## src/rtl/kbd_reply_pkg.sv

```systemverilog
package kbd_reply_pkg;
   localparam logic [7:0] K_ACK     = 8'hFA;
   localparam logic [7:0] K_ECHO    = 8'hEE;
   localparam logic [7:0] K_RESEND  = 8'hFE;
   localparam logic [7:0] K_PASS    = 8'hAA;
   localparam logic [7:0] K_FAIL    = 8'hFC;
   localparam logic [7:0] K_ID_HI   = 8'hAB;
   localparam logic [7:0] K_ID_LO   = 8'h83;
   localparam logic [7:0] K_OVR_S1  = 8'hFF;
   localparam logic [7:0] K_OVR_S23 = 8'h00;

   typedef enum logic [1:0] {SRC_ID, SRC_CMD, SRC_SELF, SRC_OVR} src_e;
   typedef enum logic [1:0] {ID_IDLE, ID_FIRST, ID_SECOND} id_e;
endpackage

```

## src/rtl/kbd_event_latch.sv

```systemverilog
module kbd_event_latch #(
   parameter int DW = 8
) (
   input  logic          clk,
   input  logic          rst_n,
   input  logic          rx_valid,
   input  logic [DW-1:0] rx_byte,
   input  logic          rx_parity_err,
   input  logic          overrun,
   input  logic          selftest_done,
   input  logic          selftest_pass,
   input  logic          take_cmd,
   input  logic          take_self,
   input  logic          take_ovr,
   output logic          cmd_pend,
   output logic [DW-1:0] cmd_byte,
   output logic          cmd_perr,
   output logic          self_pend,
   output logic          self_pass,
   output logic          ovr_pend
);
   generate
      if (DW != 8) begin : g_bad_width
         initial $error("kbd_event_latch: DW must be 8");
      end
   endgenerate

   always_ff @(posedge clk or negedge rst_n) begin
      if (!rst_n) begin
         cmd_pend  <= 1'b0;
         cmd_byte  <= '0;
         cmd_perr  <= 1'b0;
         self_pend <= 1'b0;
         self_pass <= 1'b0;
         ovr_pend  <= 1'b0;
      end else begin
         if (rx_valid) begin
            cmd_pend <= 1'b1;
            cmd_byte <= rx_byte;
            cmd_perr <= rx_parity_err;
         end else if (take_cmd) begin
            cmd_pend <= 1'b0;
         end
         if (selftest_done) begin
            self_pend <= 1'b1;
            self_pass <= selftest_pass;
         end else if (take_self) begin
            self_pend <= 1'b0;
         end
         if (overrun)
            ovr_pend <= 1'b1;
         else if (take_ovr)
            ovr_pend <= 1'b0;
      end
   end

   p_capture_r1: assert property (@(posedge clk) disable iff (!rst_n)
      rx_valid |=> cmd_pend && cmd_byte == $past(rx_byte));
   p_ovr_latch_r5: assert property (@(posedge clk) disable iff (!rst_n)
      overrun |=> ovr_pend);
endmodule

```

## src/rtl/kbd_reply_select.sv

```systemverilog
module kbd_reply_select
   import kbd_reply_pkg::*;
#(
   parameter int          DW        = 8,
   parameter bit          ID_ENABLE = 1'b1,
   parameter logic [7:0]  ID_CMD    = 8'hF2
) (
   input  logic          cmd_pend,
   input  logic [DW-1:0] cmd_byte,
   input  logic          cmd_perr,
   input  logic          self_pend,
   input  logic          self_pass,
   input  logic          ovr_pend,
   input  logic [1:0]    scan_set,
   input  id_e           id_state,
   input  logic [DW-1:0] last_byte,
   output logic          sel_valid,
   output src_e          sel_src,
   output logic [DW-1:0] sel_byte,
   output logic          sel_ack,
   output logic          sel_resend,
   output logic          sel_idcmd
);
   logic id_hit;

   generate
      if (ID_ENABLE) begin : g_id_on
         assign id_hit = (cmd_byte == ID_CMD);
      end else begin : g_id_off
         assign id_hit = 1'b0;
      end
   endgenerate

   always_comb begin
      sel_valid  = 1'b1;
      sel_src    = SRC_ID;
      sel_byte   = K_ID_HI;
      sel_ack    = 1'b0;
      sel_resend = 1'b0;
      sel_idcmd  = 1'b0;
      if (id_state != ID_IDLE) begin
         sel_src  = SRC_ID;
         sel_byte = (id_state == ID_FIRST) ? K_ID_HI : K_ID_LO;
      end else if (cmd_pend) begin
         sel_src = SRC_CMD;
         if (cmd_perr) begin
            sel_byte = K_RESEND;
         end else if (cmd_byte == K_ECHO) begin
            sel_byte = K_ECHO;
         end else if (cmd_byte == K_RESEND) begin
            sel_byte   = last_byte;
            sel_resend = 1'b1;
         end else begin
            sel_byte  = K_ACK;
            sel_ack   = 1'b1;
            sel_idcmd = id_hit;
         end
      end else if (self_pend) begin
         sel_src  = SRC_SELF;
         sel_byte = self_pass ? K_PASS : K_FAIL;
      end else if (ovr_pend) begin
         sel_src  = SRC_OVR;
         sel_byte = (scan_set == 2'd1) ? K_OVR_S1 : K_OVR_S23;
      end else begin
         sel_valid = 1'b0;
      end
   end
endmodule

```

## src/rtl/kbd_tx_hold.sv

```systemverilog
module kbd_tx_hold
   import kbd_reply_pkg::*;
#(
   parameter int          DW        = 8,
   parameter logic [7:0]  LAST_INIT = 8'hAA
) (
   input  logic          clk,
   input  logic          rst_n,
   input  logic          host_intr,
   input  logic          tx_done,
   input  logic          sel_valid,
   input  src_e          sel_src,
   input  logic [DW-1:0] sel_byte,
   input  logic          sel_ack,
   input  logic          sel_resend,
   input  logic          sel_idcmd,
   input  logic [DW-1:0] sel_fwd_byte,
   output logic          launch,
   output logic          tx_req,
   output logic [DW-1:0] tx_byte,
   output logic [DW-1:0] last_byte,
   output id_e           id_state,
   output logic          fwd_valid,
   output logic [DW-1:0] fwd_byte
);
   logic cur_ack, cur_resend, cur_idcmd;
   src_e cur_src;
   logic abort;

   assign launch = !tx_req && sel_valid;
   assign abort  = tx_req && cur_ack && host_intr;

   always_ff @(posedge clk or negedge rst_n) begin
      if (!rst_n) begin
         tx_req     <= 1'b0;
         tx_byte    <= '0;
         last_byte  <= LAST_INIT;
         id_state   <= ID_IDLE;
         cur_ack    <= 1'b0;
         cur_resend <= 1'b0;
         cur_idcmd  <= 1'b0;
         cur_src    <= SRC_CMD;
         fwd_valid  <= 1'b0;
         fwd_byte   <= '0;
      end else begin
         fwd_valid <= 1'b0;
         if (tx_req) begin
            if (abort) begin
               tx_req <= 1'b0;
            end else if (tx_done) begin
               tx_req <= 1'b0;
               if (!cur_resend)
                  last_byte <= tx_byte;
               if (cur_idcmd)
                  id_state <= ID_FIRST;
               else if (cur_src == SRC_ID)
                  id_state <= (id_state == ID_FIRST) ? ID_SECOND : ID_IDLE;
            end
         end else if (sel_valid) begin
            tx_req     <= 1'b1;
            tx_byte    <= sel_byte;
            cur_ack    <= sel_ack;
            cur_resend <= sel_resend;
            cur_idcmd  <= sel_idcmd;
            cur_src    <= sel_src;
            fwd_valid  <= sel_ack;
            fwd_byte   <= sel_fwd_byte;
         end
      end
   end

   p_hold_r10: assert property (@(posedge clk) disable iff (!rst_n)
      tx_req && !tx_done && !abort |=> tx_req && $stable(tx_byte));
   p_gap_r10: assert property (@(posedge clk) disable iff (!rst_n)
      tx_req && tx_done |=> !tx_req);
   p_abort_r6: assert property (@(posedge clk) disable iff (!rst_n)
      abort |=> !tx_req && $stable(last_byte));
   p_keep_last_r9: assert property (@(posedge clk) disable iff (!rst_n)
      tx_req && tx_done && cur_resend |=> $stable(last_byte));
   p_replay_r3: assert property (@(posedge clk) disable iff (!rst_n)
      launch && sel_resend |=> tx_byte == $past(last_byte));
endmodule

```

## src/rtl/kbd_reply_ctrl.sv

```systemverilog
module kbd_reply_ctrl
   import kbd_reply_pkg::*;
#(
   parameter int          DW        = 8,
   parameter bit          ID_ENABLE = 1'b1,
   parameter logic [7:0]  ID_CMD    = 8'hF2,
   parameter logic [7:0]  LAST_INIT = 8'hAA
) (
   input  logic          clk,
   input  logic          rst_n,
   input  logic          rx_valid,
   input  logic [DW-1:0] rx_byte,
   input  logic          rx_parity_err,
   input  logic          overrun,
   input  logic          selftest_done,
   input  logic          selftest_pass,
   input  logic [1:0]    scan_set,
   input  logic          host_intr,
   input  logic          tx_done,
   output logic          tx_req,
   output logic [DW-1:0] tx_byte,
   output logic [DW-1:0] last_byte,
   output logic          cmd_fwd_valid,
   output logic [DW-1:0] cmd_fwd_byte
);
   generate
      if (DW != 8) begin : g_bad_width
         initial $error("kbd_reply_ctrl: DW must be 8");
      end
   endgenerate

   logic          cmd_pend, cmd_perr, self_pend, self_pass, ovr_pend;
   logic [DW-1:0] cmd_byte;
   logic          sel_valid, sel_ack, sel_resend, sel_idcmd, launch;
   src_e          sel_src;
   logic [DW-1:0] sel_byte;
   id_e           id_state;
   logic          take_cmd, take_self, take_ovr;

   assign take_cmd  = launch && sel_src == SRC_CMD;
   assign take_self = launch && sel_src == SRC_SELF;
   assign take_ovr  = launch && sel_src == SRC_OVR;

   kbd_event_latch #(.DW(DW)) u_latch (
      .clk(clk), .rst_n(rst_n),
      .rx_valid(rx_valid), .rx_byte(rx_byte), .rx_parity_err(rx_parity_err),
      .overrun(overrun), .selftest_done(selftest_done), .selftest_pass(selftest_pass),
      .take_cmd(take_cmd), .take_self(take_self), .take_ovr(take_ovr),
      .cmd_pend(cmd_pend), .cmd_byte(cmd_byte), .cmd_perr(cmd_perr),
      .self_pend(self_pend), .self_pass(self_pass), .ovr_pend(ovr_pend)
   );

   kbd_reply_select #(.DW(DW), .ID_ENABLE(ID_ENABLE), .ID_CMD(ID_CMD)) u_select (
      .cmd_pend(cmd_pend), .cmd_byte(cmd_byte), .cmd_perr(cmd_perr),
      .self_pend(self_pend), .self_pass(self_pass), .ovr_pend(ovr_pend),
      .scan_set(scan_set), .id_state(id_state), .last_byte(last_byte),
      .sel_valid(sel_valid), .sel_src(sel_src), .sel_byte(sel_byte),
      .sel_ack(sel_ack), .sel_resend(sel_resend), .sel_idcmd(sel_idcmd)
   );

   kbd_tx_hold #(.DW(DW), .LAST_INIT(LAST_INIT)) u_hold (
      .clk(clk), .rst_n(rst_n), .host_intr(host_intr), .tx_done(tx_done),
      .sel_valid(sel_valid), .sel_src(sel_src), .sel_byte(sel_byte),
      .sel_ack(sel_ack), .sel_resend(sel_resend), .sel_idcmd(sel_idcmd),
      .sel_fwd_byte(cmd_byte), .launch(launch),
      .tx_req(tx_req), .tx_byte(tx_byte), .last_byte(last_byte),
      .id_state(id_state), .fwd_valid(cmd_fwd_valid), .fwd_byte(cmd_fwd_byte)
   );

   p_ovr_code_r5: assert property (@(posedge clk) disable iff (!rst_n)
      take_ovr && scan_set == 2'd1 |=> tx_req && tx_byte == K_OVR_S1);
   p_order_r11: assert property (@(posedge clk) disable iff (!rst_n)
      launch && cmd_pend && id_state == ID_IDLE |-> take_cmd);
endmodule

```

## config.mk

```make
export PLATFORM = sky130hd
export DESIGN_NAME = kbd_reply_ctrl
export DESIGN_NICKNAME = d
export VERILOG_FILES = /design/src/rtl/kbd_reply_pkg.sv /design/src/rtl/kbd_event_latch.sv /design/src/rtl/kbd_reply_select.sv /design/src/rtl/kbd_tx_hold.sv /design/src/rtl/kbd_reply_ctrl.sv
export SDC_FILE = /design/constraint.sdc
export NUM_CORES = 1
export LEC_CHECK = 0
export BUFFER_PORTS_ARGS = -buffer_cell sky130_fd_sc_hd__buf_2
export CAP_MARGIN = 20
export CORE_ASPECT_RATIO = 1.2
export CORE_MARGIN = 5
export CORE_UTILIZATION = 59
export CTS_BUF_LIST = sky130_fd_sc_hd__clkbuf_8
export DETAILED_ROUTE_END_ITERATION = 6
export PLACE_DENSITY = 0.86
export SLEW_MARGIN = 40
export SYNTH_ARGS = -nofsm -noshare
export SYNTH_HDL_FRONTEND = slang
export SYNTH_SLANG_ARGS = --single-unit
export TNS_END_PERCENT = 10
```

## constraint.sdc

```tcl
create_clock -name clk -period 2.5 [get_ports clk]
set_input_delay 0.5 -clock clk [delete_from_list [all_inputs] [get_ports clk]]
set_output_delay 0.5 -clock clk [all_outputs]
set_load 0.01 [all_outputs]
```

==> results.md, run 1 <==
- Synth top area cells: dfrtp_1 (52%), nand2_1 (7.1%), dfstp_2 (6.7%), mux2_2 (5.7%), mux2_1 (4.6%)
- Yosys warning count: 0
- Top-area cell type share of the netlist area: 0.523
- CP Capture Type: flip-flop
- # diodes: 0
- Post-CTS Resized: 0
- Synth cell types: 37
- Count leader, synth: dfrtp_1
- PD cells: 1100 nW/um^2
- Rows: 23
- DRC: 0
- FFs w/ async S/R, synth: 1.00
- TritonCTS buffer count: 5
- CP Data Required Time: 2.70 ns
- Share of layout cells above drive strength 1: 0.327
- Synth Cell Area: 1960 um^2
- Worst hold path type: in -> async
- Max capacitance violation total: 0
- Pre-antenna DRT Iters: 4
- Total global-route track usage: 0.201
- Cells after Synth: 179
- Core Area: 3280 um^2
- Vias in the first global route: 1,608
- Final hold vios: 0
- CP Class: reg -> reg
- Sink Count: 46
- Slew margin rel.: 0.564
- Largest net degree at the start of global routing: 20
- CTS root buf: clkbuf_8
- Setup TNS: 0 ns
- Worst path arrival time: 2.02 ns
- First-pass GRT wire length: 7130 um
- Net Count, Synth: 198
- Number of flops mapped to enable cells by yosys: 0
- CTS clock-pin slew for the worst setup and hold paths: 0.08 ns
- Tot Pwr: 0.00252 W
- Placed wire-length estimate: 3090 um
- Fmax: 550 MHz
- Hold buffers post-CTS: 0
- Max IR drop VDD: 777 uV
- Crit path max-delay cell type: a21o_1
- Worst Max-Slew Pin Slew: 0.654 ns
- Post-CTS setup buffers: 0
- Final GP Congestion: 0.852
- Critical Path Max Stage Delay: 0.59 ns
- Post-Syn Area per Cell: 11.0 um^2
- Initial Utilization: 0.598
- RSZ-0062 raised after global routing: false
- Final setup vio count: 0
- Htree depth: 2
- DRT Wirelength: 4160 um
- Max-slew violations: 0
- Cell accounting for the most synthesized area: dfrtp_1
- Final worst path period share: 0.727
- Area Overhead vs Synth: 17.3%
- Initial antenna violation count: 0
- Most frequent cells after synthesis: dfrtp_1 (41), nand2_1 (37), nor2_1 (13)
- Final core utilization: 0.702
- Avg Vias per Cell: 5.83
- Status: finished, final reports clean
- Layout Skew: 0.00504 ns
- Drt initial violations: 65
- Yosys reg bits: 46
- Cell Area, Placed: 2210 um^2
- Die Height: 73.2 um
- Min Tclk post-route: 1.82 ns
- Clk_lat worst skew: 0.30 ns
- # nets final: 244
- Die X: 62.7 um
- CTS tree: done
- Vias: 1,533
- Boundary Pins: 45
- Worst-case clock buffer depth: 2
- Die area: 4590 um^2
- Lkg Pwr: 1.08 nW
- Critical Path Start Type: flip-flop
- Predominant post-synthesis flop cell: dfrtp_1
- Sequential share of the synthesized area: 0.590
- CP max FO: 19
- IO buf count: 44
- Finished Cell Area: 2300 um^2
- ANT nets after route: 0
- CP Cell Sequence: nor3_2 > a21o_1 > nor2_1 > a22o_1
- Gr ovfl total: 0
- Avg WL per Cell: 15.8 um
[critical path: cells and delay by family, from the launching register on]
family | cells | cell delay, ns
AO/OA/AOI/OAI | 2 | 0.78
flip-flops | 1 | 0.49
AND/OR/NAND/NOR | 2 | 0.44
[layout by cell type (no fill, tap or decap), drive strengths merged]
| cell type | instances |
|---|---|
| or3 | 2 |
| nor2 | 13 |
| o211ai | 1 |
| nand2 | 37 |
| dfstp | 5 |
| nand4b | 1 |
| dfrtp | 41 |
| nor3 | 6 |
| o31ai | 1 |
| nand2b | 5 |
| clkbuf | 6 |
| clkinv | 1 |
| mux2 | 18 |
| a22o | 1 |
| or2 | 2 |
| nor3b | 1 |
| o221ai | 1 |
| o21ai | 10 |
| nand4 | 1 |
| a221oi | 1 |
| o22ai | 1 |
| buf | 46 |
| nor4b | 1 |
| a31oi | 1 |
| a21o | 4 |
| nand3 | 3 |
| a21oi | 5 |
| inv | 6 |
| a211oi | 1 |
| nand3b | 1 |
| o22a | 1 |
| o41ai | 2 |
[final timing paths]
kind,startpoint,endpoint,slack [ns],cells after the start
max,u_hold.id_state[0],u_hold.cur_resend,0.68,4
min,rst_n,u_hold.tx_req,0.07,1
max reg2reg,u_hold.id_state[0],u_hold.cur_resend,0.68,4
min reg2reg,u_hold.fwd_byte[6],u_hold.fwd_byte[6],0.48,2
max in group asynchronous,rst_n,u_hold.last_byte[7],1.82,2
min in group clk,overrun,u_latch.ovr_pend,0.37,2
[power by group]
| group | internal [W] | switching, W | total [W] | leakage [nW] |
|---|---|---|---|---|
| Sequential | 0.00102 | 0.000197 | 0.00121 | 0.536 |
| Clock | 0.000219 | 0.000242 | 0.000461 | 0.0524 |
| Combinational | 0.000355 | 0.000494 | 0.000849 | 0.497 |
[registers in the layout, indices dropped and copies added, names as in the netlist]
name               count
u_hold.fwd_byte        8
u_hold.last_byte       8
u_hold.tx_byte         8
u_latch.cmd_byte       8
u_hold.cur_src         2
u_hold.id_state        2
u_hold.cur_ack         1
u_hold.cur_idcmd       1
u_hold.cur_resend      1
u_hold.fwd_valid       1
u_hold.tx_req          1
u_latch.cmd_pend       1
u_latch.cmd_perr       1
u_latch.ovr_pend       1
u_latch.self_pass      1
u_latch.self_pend      1
[cell families (layout without fill, tap and decap cells)]
kind of cell,Yosys count,in the layout,synth area share
simple gates,73,73,0.177
flops,46,46,0.590
compound gates,30,30,0.102
mux,18,18,0.103
buf+inv,12,59,0.0287
[metal layers]
| layer | wire length, um | vias to the layer above | global-route usage | part of all wire |
|---|---|---|---|---|
| met5 | 0 | - | 0 | 0 |
| met4 | 148 | 0 | 0.127 | 0.036 |
| met3 | 331 | 18 | 0.0801 | 0.080 |
| met2 | 2010 | 63 | 0.316 | 0.48 |
| met1 | 1670 | 742 | 0.228 | 0.40 |
| li1 | - | 710 | - | - |
[per-stage QoR]
step	instances	hold WS, ns	setup slack [ns]
after CTS	263	0.0754	0.683
after global placement	255	0.406	0.735
after global routing	263	0.0820	0.557
after detailed placement	255	0.405	0.739
after floorplan	179	0.204	1.03
final	263	0.0690	0.682
[final cells by class]
cell class	count	area, um^2
Fill cell	269	978
Tap cell	37	46.3
Multi-Input combinational cell	121	753
Clock inverter	2	8.76
Inverter	5	18.8
Sequential cell	46	1160
Timing Repair Buffer	46	235
Clock buffer	6	82.6
No activity file was read; power rests on OpenSTA's default activity.
==> inputs of run 2 (changes only) <==
Settings changed: ABC_AREA set to 1, CORE_UTILIZATION 59 to 50, PLACE_DENSITY 0.86 to 0.78.
Clock period 2.5 ns to 1.6 ns, I/O delays scaled along.
==> results.md, run 2 <==
- Status: finished, final reports clean
- IO buf count: 44
- Final GP Congestion: 0.894
- Worst hold path type: in -> reg
- Boundary Pins: 45
- Avg WL per Cell: 12.5 um
- Die X: 67.8 um
- Avg Vias per Cell: 4.88
- Initial Utilization: 0.513
- Top-area cell type share of the netlist area: 0.512
- CP Class: reg -> reg
- Setup TNS: 0 ns
- Initial antenna violation count: 0
- CP max FO: 22
- Rows: 25
- Switching Share: 0.368
- Final setup vio count: 0
- Clk_lat worst skew: 0.30 ns
- Critical Path Max Stage Delay: 0.44 ns
- Sink Count: 46
- Worst Max-Slew Pin Slew: 0.351 ns
- Multiplexer area fraction after synthesis: 0.0168
- CTS tree: done
- Most frequent cells after synthesis: nand2_1 (64), dfrtp_1 (41), o21ai_0 (24)
- Worst setup margin: 0.186 ns
- Met1 wire length: 1880 um
- Synth Cell Area: 2010 um^2
- Sequential share of power: 0.445
- # nets final: 303
- Drt initial violations: 79
- Gr ovfl total: 0
- FFs w/ async S/R, synth: 1.00
- Die area: 5380 um^2
- Adder-cell share of the synthesized area: 0
- Layout Skew: 0.00611 ns
- Die Height: 79.4 um
- ANT nets after route: 0
- Compound-gate portion of the synthesized area: 0.117
- Predominant post-synthesis flop cell: dfrtp_1
- DRT Wirelength: 4250 um
- CTS root buf: clkbuf_8
- CTS clock-pin slew for the worst setup and hold paths: 0.09 ns
- Critical Path Start Type: flip-flop
- CP Cell Sequence: nor2_1 > nand3_1 > nand2_1 > buf_6 > nand2_1 > o21ai_1
- Max-slew violations: 0
- Routed met3 length: 154 um
- Pre-antenna DRT Iters: 4
- Commonest non-fill, non-tap cell in the layout: nand2_1
- Comb pwr share: 0.351
- Slew margin rel.: 0.764
- Total global-route track usage: 0.178
- Final hold vios: 0
- Lkg Pwr: 1.25 nW
- Max capacitance violation total: 0
- Largest family of logic cells by synthesized area: simple AND/OR/NAND/NOR gates
- Highest routed layer: met4
- Post-synthesis xor/xnor area fraction: 0
- Most frequent cells in the layout: nand2_1 (64), buf_2 (44), dfrtp_1 (41)
- Net Count, Synth: 252
- Worst-case clock buffer depth: 2
- Area Overhead vs Synth: 21.2%
- Min Tclk post-route: 1.41 ns
- CP dominant cell by count: nand2_1
- Largest net degree at the start of global routing: 24
- PD cells: 1700 nW/um^2
- First-pass GRT wire length: 7310 um
- Htree depth: 2
- CP Data Required Time: 1.83 ns
- Max IR drop VDD: 1010 uV
- # diodes: 0
- Number of flops mapped to enable cells by yosys: 0
- Pint: 0.00261 W
- RSZ-0062 raised after global routing: false
- Pre-CTS setup slack: 0.166 ns
- Final core utilization: 0.622
- Sequential share of the synthesized area: 0.577
- Share of layout cells above drive strength 1: 0.253
- Crit path max-delay cell type: dfrtp_1
- Vias in the first global route: 1,595
- Cells after Synth: 233
- Worst path arrival time: 1.65 ns
- Synth top area cells: dfrtp_1 (51%), nand2_1 (12%), dfstp_2 (6.6%), o21ai_0 (6.0%), nor2_1 (4.3%)
- Post-Syn Area per Cell: 8.61 um^2
- Placed wire-length estimate: 3260 um
- Cell accounting for the most synthesized area: dfrtp_1
- Wire length on met2: 2160 um
- TritonCTS buffer count: 5
- Yosys reg bits: 46
- Core Area: 3910 um^2
- Fmax: 707 MHz
- Post-Synth Simple-Gate Area: 0.223
- Synth cell types: 21
- Switch Pwr: 0.00152 W
- DRC: 0
- Count leader, synth: nand2_1
- Clock power frac: 0.204
- Final worst path period share: 0.884
- CP Capture Type: flip-flop
- Vias: 1,656
- Yosys warning count: 0
==> run 2: final timing paths <==
kind | start | endpoint | slack (ns) | cells past startpoint
worst min register to register | u_hold.fwd_byte[1] | u_hold.fwd_byte[1] | 0.48 | 2
worst max register to register | u_latch.self_pend | u_hold.cur_src[0] | 0.19 | 6
max in group asynchronous | rst_n | u_hold.last_byte[1] | 0.63 | 3
worst max-delay path | u_latch.self_pend | u_hold.cur_src[0] | 0.19 | 6
worst min-delay path | rx_byte[2] | u_latch.cmd_byte[2] | 0.22 | 3
min in group asynchronous | rst_n | u_latch.ovr_pend | 0.42 | 2
==> run 2: power by group through the flow <==
stage                     combinational [W]  clock, W  sequential (W)
after floorplan                    0.000790         0         0.00198
after global placement              0.00142         0         0.00186
after detailed placement            0.00145         0         0.00186
after CTS                           0.00146  0.000858         0.00184
after global routing                0.00165  0.000903         0.00190
final                               0.00145  0.000842         0.00184
==> run 2: critical path, delay by kind of cell, from the launching register on <==
family,cells,cell delay (ns)
buffers and inverters,1,0.23
DFF,1,0.44
and+or+nand+nor,4,0.60
AOI/OAI and AO/OA,1,0.07
==> run 2: metal layers <==
layer / GRT usage / up-vias
li1: - / 846
met1: 0.228 / 773
met2: 0.303 / 32
met3: 0.0380 / 5
met4: 0.0477 / 0
met5: 0 / -
==> run 2: cell type report <==
| class | count | area (um^2) |
|---|---|---|
| inverter | 25 | 93.8 |
| clock inverter | 3 | 40.0 |
| fill | 344 | 1480 |
| sequential | 46 | 1160 |
| timing repair buffer | 50 | 284 |
| clock buffer | 5 | 68.8 |
| multi-input combinational | 156 | 719 |
| tap | 54 | 67.6 |
==> run 2: through the flow <==
stage               hold slack [ns]  power [W]  instances  instance area [um^2]
global placement              0.209    0.00328        330                  2300
global route                  0.222    0.00445        339                  2430
CTS                           0.219    0.00416        339                  2420
detailed placement            0.210    0.00331        330                  2300
floorplan                    0.0244    0.00277        233                  2010
finish                        0.221    0.00413        339                  2430
==> run 2: kinds of logic after synthesis <==
family          after synthesis
compound gates               45
buf+inv                      31
flops                        46
mux                           3
simple gates                108
==> run 2: what timing repair did <==
action	CTS	global route
buffers inserted	0	0
hold buffers	1	0
resized for setup	0	2
endpoints found under the hold margin	9	0
setup endpoints to repair	0	8
